## src/rtl/dma_arb_pkg.sv

```systemverilog
package dma_arb_pkg;

    typedef enum logic [0:0] {
        ST_IDLE  = 1'b0,
        ST_GRANT = 1'b1
    } arb_state_e;

endpackage

```

## src/rtl/dma_req_merge.sv

```systemverilog
module dma_req_merge #(
    parameter int unsigned NUM_CH     = 8,
    parameter int unsigned CASCADE_CH = 4
) (
    input  logic              clk,
    input  logic              rst_n,
    input  logic [NUM_CH-1:0] dreq,
    input  logic [NUM_CH-1:0] sw_set,
    input  logic [NUM_CH-1:0] sw_clr,
    input  logic [NUM_CH-1:0] chan_mask,
    output logic [NUM_CH-1:0] eff_req
);

    localparam logic [NUM_CH-1:0] CAS_BIT = NUM_CH'(1) << CASCADE_CH;

    logic [NUM_CH-1:0] sw_q;

    // software request latch: set wins over a same-cycle clear
    always_ff @(posedge clk) begin
        if (!rst_n) begin
            sw_q <= '0;
        end else begin
            sw_q <= (sw_q & ~sw_clr) | sw_set;
        end
    end

    // hardware and software requests merged, then masked; cascade slot never user-requestable
    always_comb begin
        eff_req = (dreq | sw_q) & ~chan_mask & ~CAS_BIT;
    end

    // a set pulse must be visible in the latch on the next cycle
    assert_swset_latched_R3: assert property (@(posedge clk) disable iff (!rst_n)
        (|sw_set) |=> ((sw_q & $past(sw_set)) == $past(sw_set)));

    // a cleared bit without a concurrent set must be gone on the next cycle
    assert_swclr_R3: assert property (@(posedge clk) disable iff (!rst_n)
        (|(sw_clr & ~sw_set)) |=> ((sw_q & $past(sw_clr & ~sw_set)) == '0));

endmodule

```

## src/rtl/dma_group_prio.sv

```systemverilog
module dma_group_prio #(
    parameter int unsigned GRP_SIZE = 4,
    localparam int unsigned IDXW    = $clog2(GRP_SIZE)
) (
    input  logic                clk,
    input  logic                rst_n,
    input  logic [GRP_SIZE-1:0] req,
    input  logic                rotate,
    input  logic                upd,
    input  logic [IDXW-1:0]     upd_idx,
    output logic                any,
    output logic [IDXW-1:0]     win
);

    // GRP_SIZE must be a power of two so the index wraps naturally
    logic [IDXW-1:0]     last_q;
    logic [IDXW-1:0]     start_idx;
    logic [IDXW-1:0]     probe;
    logic [GRP_SIZE-1:0] below_win;

    // last-serviced pointer; reset to the top index so rotation begins at 0
    always_ff @(posedge clk) begin
        if (!rst_n) begin
            last_q <= IDXW'(GRP_SIZE - 1);
        end else if (upd) begin
            last_q <= upd_idx;
        end
    end

    // circular search from the start index
    always_comb begin
        start_idx = rotate ? (last_q + IDXW'(1)) : '0;
        any       = 1'b0;
        win       = '0;
        probe     = '0;
        for (int k = 0; k < int'(GRP_SIZE); k++) begin
            probe = start_idx + IDXW'(k);
            if (!any && req[probe]) begin
                any = 1'b1;
                win = probe;
            end
        end
    end

    assign below_win = (GRP_SIZE'(1) << win) - GRP_SIZE'(1);

    assert_win_requests_R7: assert property (@(posedge clk) disable iff (!rst_n)
        any |-> req[win]);

    assert_fixed_lowest_R4: assert property (@(posedge clk) disable iff (!rst_n)
        (any && !rotate) |-> ((req & below_win) == '0));

    assert_any_matches_R2: assert property (@(posedge clk) disable iff (!rst_n)
        any == (|req));

endmodule

```

## src/rtl/dma_prio_arb.sv

```systemverilog
module dma_prio_arb
    import dma_arb_pkg::*;
#(
    parameter int unsigned GRP_SIZE = 4,
    localparam int unsigned NUM_CH  = 2 * GRP_SIZE,
    localparam int unsigned CHW     = $clog2(NUM_CH),
    localparam int unsigned IDXW    = $clog2(GRP_SIZE)
) (
    input  logic              clk,
    input  logic              rst_n,
    input  logic [NUM_CH-1:0] dreq,
    input  logic [NUM_CH-1:0] sw_req_set,
    input  logic [NUM_CH-1:0] chan_mask,
    input  logic [1:0]        rot_en,
    input  logic              tc,
    input  logic              xfer_done,
    output logic [NUM_CH-1:0] dack,
    output logic              grant_valid,
    output logic [CHW-1:0]    grant_ch
);

    localparam int unsigned CASCADE_CH = GRP_SIZE;

    arb_state_e          state_q, state_d;
    logic [NUM_CH-1:0]   eff_req;
    logic [NUM_CH-1:0]   sw_clr;
    logic [GRP_SIZE-1:0] grp_req [2];
    logic [1:0]          grp_any;
    logic [IDXW-1:0]     grp_win [2];
    logic [1:0]          grp_upd;
    logic                start_grant;
    logic [CHW-1:0]      pick_ch;
    logic [CHW-1:0]      grant_ch_q;

    // terminal count in a grant cycle clears the granted channel's software bit
    assign sw_clr = (state_q == ST_GRANT && tc) ? dack : '0;

    dma_req_merge #(
        .NUM_CH     (NUM_CH),
        .CASCADE_CH (CASCADE_CH)
    ) u_merge (
        .clk       (clk),
        .rst_n     (rst_n),
        .dreq      (dreq),
        .sw_set    (sw_req_set),
        .sw_clr    (sw_clr),
        .chan_mask (chan_mask),
        .eff_req   (eff_req)
    );

    // low group sees its own channels; high group sees the cascade slot at index 0
    assign grp_req[0] = eff_req[GRP_SIZE-1:0];
    assign grp_req[1] = eff_req[NUM_CH-1:GRP_SIZE] | GRP_SIZE'(|eff_req[GRP_SIZE-1:0]);

    assign start_grant = (state_q == ST_IDLE) && grp_any[1];
    assign grp_upd[1]  = start_grant;
    assign grp_upd[0]  = start_grant && (grp_win[1] == '0);

    for (genvar g = 0; g < 2; g++) begin : g_group
        dma_group_prio #(
            .GRP_SIZE (GRP_SIZE)
        ) u_prio (
            .clk     (clk),
            .rst_n   (rst_n),
            .req     (grp_req[g]),
            .rotate  (rot_en[g]),
            .upd     (grp_upd[g]),
            .upd_idx (grp_win[g]),
            .any     (grp_any[g]),
            .win     (grp_win[g])
        );
    end

    // cascade slot winning hands the grant to the low group's winner
    assign pick_ch = (grp_win[1] == '0) ? CHW'(grp_win[0])
                                        : CHW'(GRP_SIZE) + CHW'(grp_win[1]);

    // next-state logic
    always_comb begin
        state_d = state_q;
        unique case (state_q)
            ST_IDLE:  if (grp_any[1]) state_d = ST_GRANT;
            ST_GRANT: if (xfer_done)  state_d = ST_IDLE;
            default:  state_d = ST_IDLE;
        endcase
    end

    // state register
    always_ff @(posedge clk) begin
        if (!rst_n) begin
            state_q <= ST_IDLE;
        end else begin
            state_q <= state_d;
        end
    end

    // output register: channel captured when a grant is issued
    always_ff @(posedge clk) begin
        if (!rst_n) begin
            grant_ch_q <= '0;
        end else if (start_grant) begin
            grant_ch_q <= pick_ch;
        end
    end

    assign grant_valid = (state_q == ST_GRANT);
    assign grant_ch    = grant_ch_q;
    assign dack        = grant_valid ? (NUM_CH'(1) << grant_ch_q) : '0;

    assert_dack_onehot_R7: assert property (@(posedge clk) disable iff (!rst_n)
        $onehot0(dack) && !dack[CASCADE_CH]);

    assert_grant_hold_R8: assert property (@(posedge clk) disable iff (!rst_n)
        (grant_valid && !xfer_done) |=> (grant_valid && $stable(grant_ch)));

    assert_release_R8: assert property (@(posedge clk) disable iff (!rst_n)
        (grant_valid && xfer_done) |=> !grant_valid);

    assert_grant_eligible_R2: assert property (@(posedge clk) disable iff (!rst_n)
        $rose(grant_valid) |-> (|($past(eff_req) & dack)));

endmodule

```

## config.mk

```make
export PLATFORM = sky130hd
export DESIGN_NAME = dma_prio_arb
export DESIGN_NICKNAME = d
export VERILOG_FILES = /design/src/rtl/dma_arb_pkg.sv /design/src/rtl/dma_req_merge.sv /design/src/rtl/dma_group_prio.sv /design/src/rtl/dma_prio_arb.sv
export SDC_FILE = /design/constraint.sdc
export NUM_CORES = 1
export LEC_CHECK = 0
export BUFFER_PORTS_ARGS = -buffer_cell sky130_fd_sc_hd__buf_2
export CORE_AREA = 2 2 75 63
export CTS_CLUSTER_DIAMETER = 200
export DETAILED_ROUTE_END_ITERATION = 8
export DIE_AREA = 0 0 77 65
export GPL_TIMING_DRIVEN = 0
export PLACE_DENSITY = 0.46
export RECOVER_POWER = 25
export SLEW_MARGIN = 10
export SYNTH_ARGS = -nofsm -noshare
export SYNTH_HDL_FRONTEND = slang
export SYNTH_HIERARCHICAL = 1
export SYNTH_SLANG_ARGS = --single-unit
```

## constraint.sdc

```tcl
create_clock -name clk -period 6.1 [get_ports clk]
set_clock_uncertainty 0.05 [all_clocks]
set_input_delay 1.22 -clock clk [delete_from_list [all_inputs] [get_ports clk]]
set_output_delay 1.22 -clock clk [all_outputs]
set_load 0.05 [all_outputs]
```

# After elaboration in Yosys (flattened, before gate mapping)
# Cells that the tools add are included.
[totals] input_bits=30 out_inout_bits=12 ff_bits=16 wordCells=87
[classes] n_shift=1 bitwise_logic=8 reduce_logical=17 order_cmp=8 add_sub_neg=9 n_mux=39
[op_table] cell="2-bit by 3-bit < comparator with 1-bit output, second input constant" n=8
[op_table] cell="2-bit two-way mux" n=10
[op_table] cell="1-bit two-way mux" n=17
[op_table] cell="8-bit bitwise AND" n=2
[op_table] cell="1-bit binary-select mux with 2-bit select" n=8
[op_table] cell="8-bit two-way mux" n=2
[op_table] cell="8-bit inverter" n=2
[op_table] cell="8-bit bitwise OR" n=2
[op_table] cell="1-bit logical AND" n=9
[op_table] cell="2-bit by 1-bit adder with 2-bit output, second input constant" n=4
[op_table] cell="2-bit adder, second input constant" n=4
[op_table] cell="1-bit by 3-bit << shifter with 8-bit output, first input constant" n=1
[op_table] cell="1-bit logical NOT" n=6
[op_table] cell="4-bit by 1-bit bitwise OR with 4-bit output" n=1
[op_table] cell="4-bit OR reduction" n=1
[op_table] cell="3-bit by 2-bit adder with 3-bit output, first input constant" n=1
[op_table] cell="3-bit two-way mux" n=1
[op_table] cell="2-bit logical NOT" n=1
[op_table] cell="1-bit case mux with 2 select lines" n=1
[op_table] cell="1-bit inverter" n=1

# Depth between registers and ports, before layout
[depth] ltp_word=18 mapped_depth=11

# By module
# The synthesis kept the hierarchy.
[by_module_without_submodules] mod="dma_group_prio" n_inst=2 cells_each=32 area_each_um2=217.7
[by_module_without_submodules] mod="dma_req_merge" n_inst=1 cells_each=37 area_each_um2=300.3
[by_module_without_submodules] mod="dma_prio_arb" n_inst=1 cells_each=44 area_each_um2=296.5

# Worst setup path before layout
# No wires, ideal clock.
[synth_path] path_type="reg-to-output" start="register state_q, in the netlist grant_valid" end="output dack[1]" path_stages_with_launch=3 setup_slack_ns=2.827 path_buffers=0 required_time_ns=4.830 arrival_time_ns=2.003 path_cell_list="dfxtp_1 nand2_1 nor3_1"
[synth_via] elab_chain_len=1
[synth_lines] item="start, declared" line_no="dma_prio_arb.sv:24" source="arb_state_e state_q, state_d;"
[synth_lines] item="start signal, assigned" line_no="dma_prio_arb.sv:93" source="state_q <= state_d;"
[synth_lines] item="8-bit two-way mux" line_no="dma_prio_arb.sv:108" source="assign dack = grant_valid ? (NUM_CH'(1) << grant_ch_q) : '0;"
[synth_lines] item="end, declared" line_no="dma_prio_arb.sv:17" source="output logic [NUM_CH-1:0] dack,"
# Every way passes these cells.

==> reports/metrics.cfg <==
[run_status]
status=complete, no violations

[hold_path]
worst_hold_class=register to register
worst_hold_path.endpoint=u_merge/sw_q[0]
hold_start=u_merge/sw_q[0]
timing.hold.worst_path_depth=2

[timing]
fmax_mhz=333
post-route-min-period_ns=3.00
setup_total_negative_slack_ns=0
report.final.setup_viol=0
whs_ns=0.535
final_hold_viol_count=0
unrepaired_setup_endpoints_after_global_routing=false
finalWorstSetupSlack_ns=3.10
finalCritPeriodShare_pct=49.2
drv_slew=0

[pwr]
vdd_ir_drop_max_uv=108
power_density_nw_per_um2=229
p_leak_uw=0.000589
fin_total_pwr_uw=305

[yosys]
synth_area_per_cell_um2=7.19
syn-instance-count=142
yosysWarningCount=6
post_synth_instance_area_um2=1020
synthesis.nets=172

[clock_tree]
post_cts_resized=0
buffer_count_from_post_cts_setup_fixing=0
buffer_levels_on_the_longest_clock_path=2
cts.hold.buffers_added=0
clkSinkCount=15
h_tree_level_count=1
cts_tree=done
cts_buffers=3
worst_skew_pair.late_latency_ns=0.25
clkTransAtPathRegs_ns=0.07
cts_root_buf=clkbuf_8

[worst_setup_path]
cp_max_fo=6
worstSetupStartpointType=primary input
arrival_ns=3.08
cp.buffers_inverters=1
crit_path_max_delay_family=simple AND/OR/NAND/NOR gates
path_class=primary input to register
critical_path_depth=12
ff2ff_setup_slack_ns=3.84
r2r_cells=10
critical_register_to_register_path_startpoint=u_merge/sw_q[0]
regToRegEndpoint=g_group[0].u_prio/last_q[1]
timing.critical_path.to_type=register
timing.critical_path.required_ns=6.18
max_stage_delay_ns=0.33
critical_path.most_common_cell=a21oi_1
cp_cell_sequence=buf_2, nor2_1, nor2_1, nor3_1, nand2_1, a21oi_1, a21oi_1, o221ai_1, a21oi_1, nor3b_4, mux2i_1, nand2_1
worst_path_max_delay_cell=nor3b_4

[routing]
detail_route.wirelength_mm=2.65
routed-via-count=1093
first_iter_violations=44
drc=0
wire_per_inst_um=10.9
detail_route.vias_per_cell=4.48
dr.pass1.iters=4
detail-route-antenna-nets=0

[floorplan]
placementRows=22
design.core.area_um2=4350
die_area_um2=5010
count_of_pins_on_the_block_boundary=42
initial_core_util_pct=23.5
die_height_um=65
die_width_um=77

[global_routing]
grt_overflow=0
first_global_vias=1025
pin_count_of_the_biggest_net_entering_global_routing=16
global_route_wire_length_before_repair_mm=4.72
number_of_antenna_violations_at_the_first_check_in_global_routing=0
grt_use_total_pct=11.4

[cells_and_area]
final_nets=215
layout-drive-gt1-share_pct=28.8
flow.area_growth_from_synthesis_pct=30.5
final.fill_count=512
diode_insertion_count_for_antenna_repair=0

[place]
detailedPlacementHpwl_mm=2.10
gpl.final_weighted_congestion=0.759
dp_worst_setup_slack_ns=2.81
numPortBuffers=38

[run]
maxCapViolations=0

## per-layer routing
metal	vias up	global-route usage, %	wire (um)
li1	585	-	-
met1	471	16.2	1430
met2	35	17.9	1040
met3	2	3.06	183
met4	0	0.670	4
met5	-	0	0
## worst max-delay path by stage
stage / from / to / slack, ns
detailed placement: dreq[0] / g_group[0].u_prio/last_q[1] / 2.81
global placement: dreq[0] / g_group[0].u_prio/last_q[1] / 2.78
floorplan: grant_valid / dack[1] / 2.83
global route: dreq[0] / g_group[0].u_prio/last_q[1] / 2.85
CTS: dreq[0] / g_group[0].u_prio/last_q[1] / 3.06
finish: dreq[0] / g_group[0].u_prio/last_q[1] / 3.10
## layout make-up
type / instances / area, um^2 / share of cell area [%]
Timing Repair Buffer: 38 / 190 / 14.3
Sequential cell: 15 / 300 / 22.5
Clock inverter: 1 / 5.00 / 0.376
Inverter: 7 / 26.3 / 1.97
Buffer: 4 / 28.8 / 2.16
Tap cell: 60 / 75.1 / 5.63
Multi-Input combinational cell: 116 / 666 / 50.0
Clock buffer: 3 / 41.3 / 3.10
## tightest hold or removal path, stage by stage, from the launching register on
cell     delay [ns]
dfxtp_1        0.32
nor2b_1        0.13
o21a_1         0.11
## cell usage in the layout (no fill, tap or decap), drive strengths merged, types with 2 or more instances in the layout
| master | n |
|---|---|
| a211o | 2 |
| nor2 | 30 |
| nor3 | 5 |
| o31ai | 2 |
| a211oi | 4 |
| clkbuf | 3 |
| nor4b | 2 |
| o21ai | 7 |
| o211ai | 2 |
| o21a | 7 |
| a311oi | 2 |
| a21oi | 10 |
| nand2b | 4 |
| nor3b | 3 |
| nand3b | 3 |
| o221ai | 2 |
| inv | 7 |
| nor2b | 10 |
| dfxtp | 15 |
| mux2i | 2 |
| nand2 | 15 |
| buf | 42 |
## state kept, by name, summed over array words and instances (netlist names)
register,cells
u_merge/sw_q,7
g_group.u_prio/last_q,4
grant_ch,3
grant_valid,1
## report_power, final
part / leakage [uW] / internal (uW) / switching (uW)
clock: 0.0000255 / 45.3 / 37.3
combinational: 0.000438 / 39.2 / 63.3
sequential: 0.000126 / 108 / 11.5
## through the flow
stage	instance area (um^2)	util, %	instances
final	1330	30.6	244
after global routing	1330	30.6	244
after CTS	1330	30.6	244
after detailed placement	1290	29.6	240
after global placement	1290	29.6	240
after floorplan	1020	-	142
No activity file was read; power rests on OpenSTA's default activity.
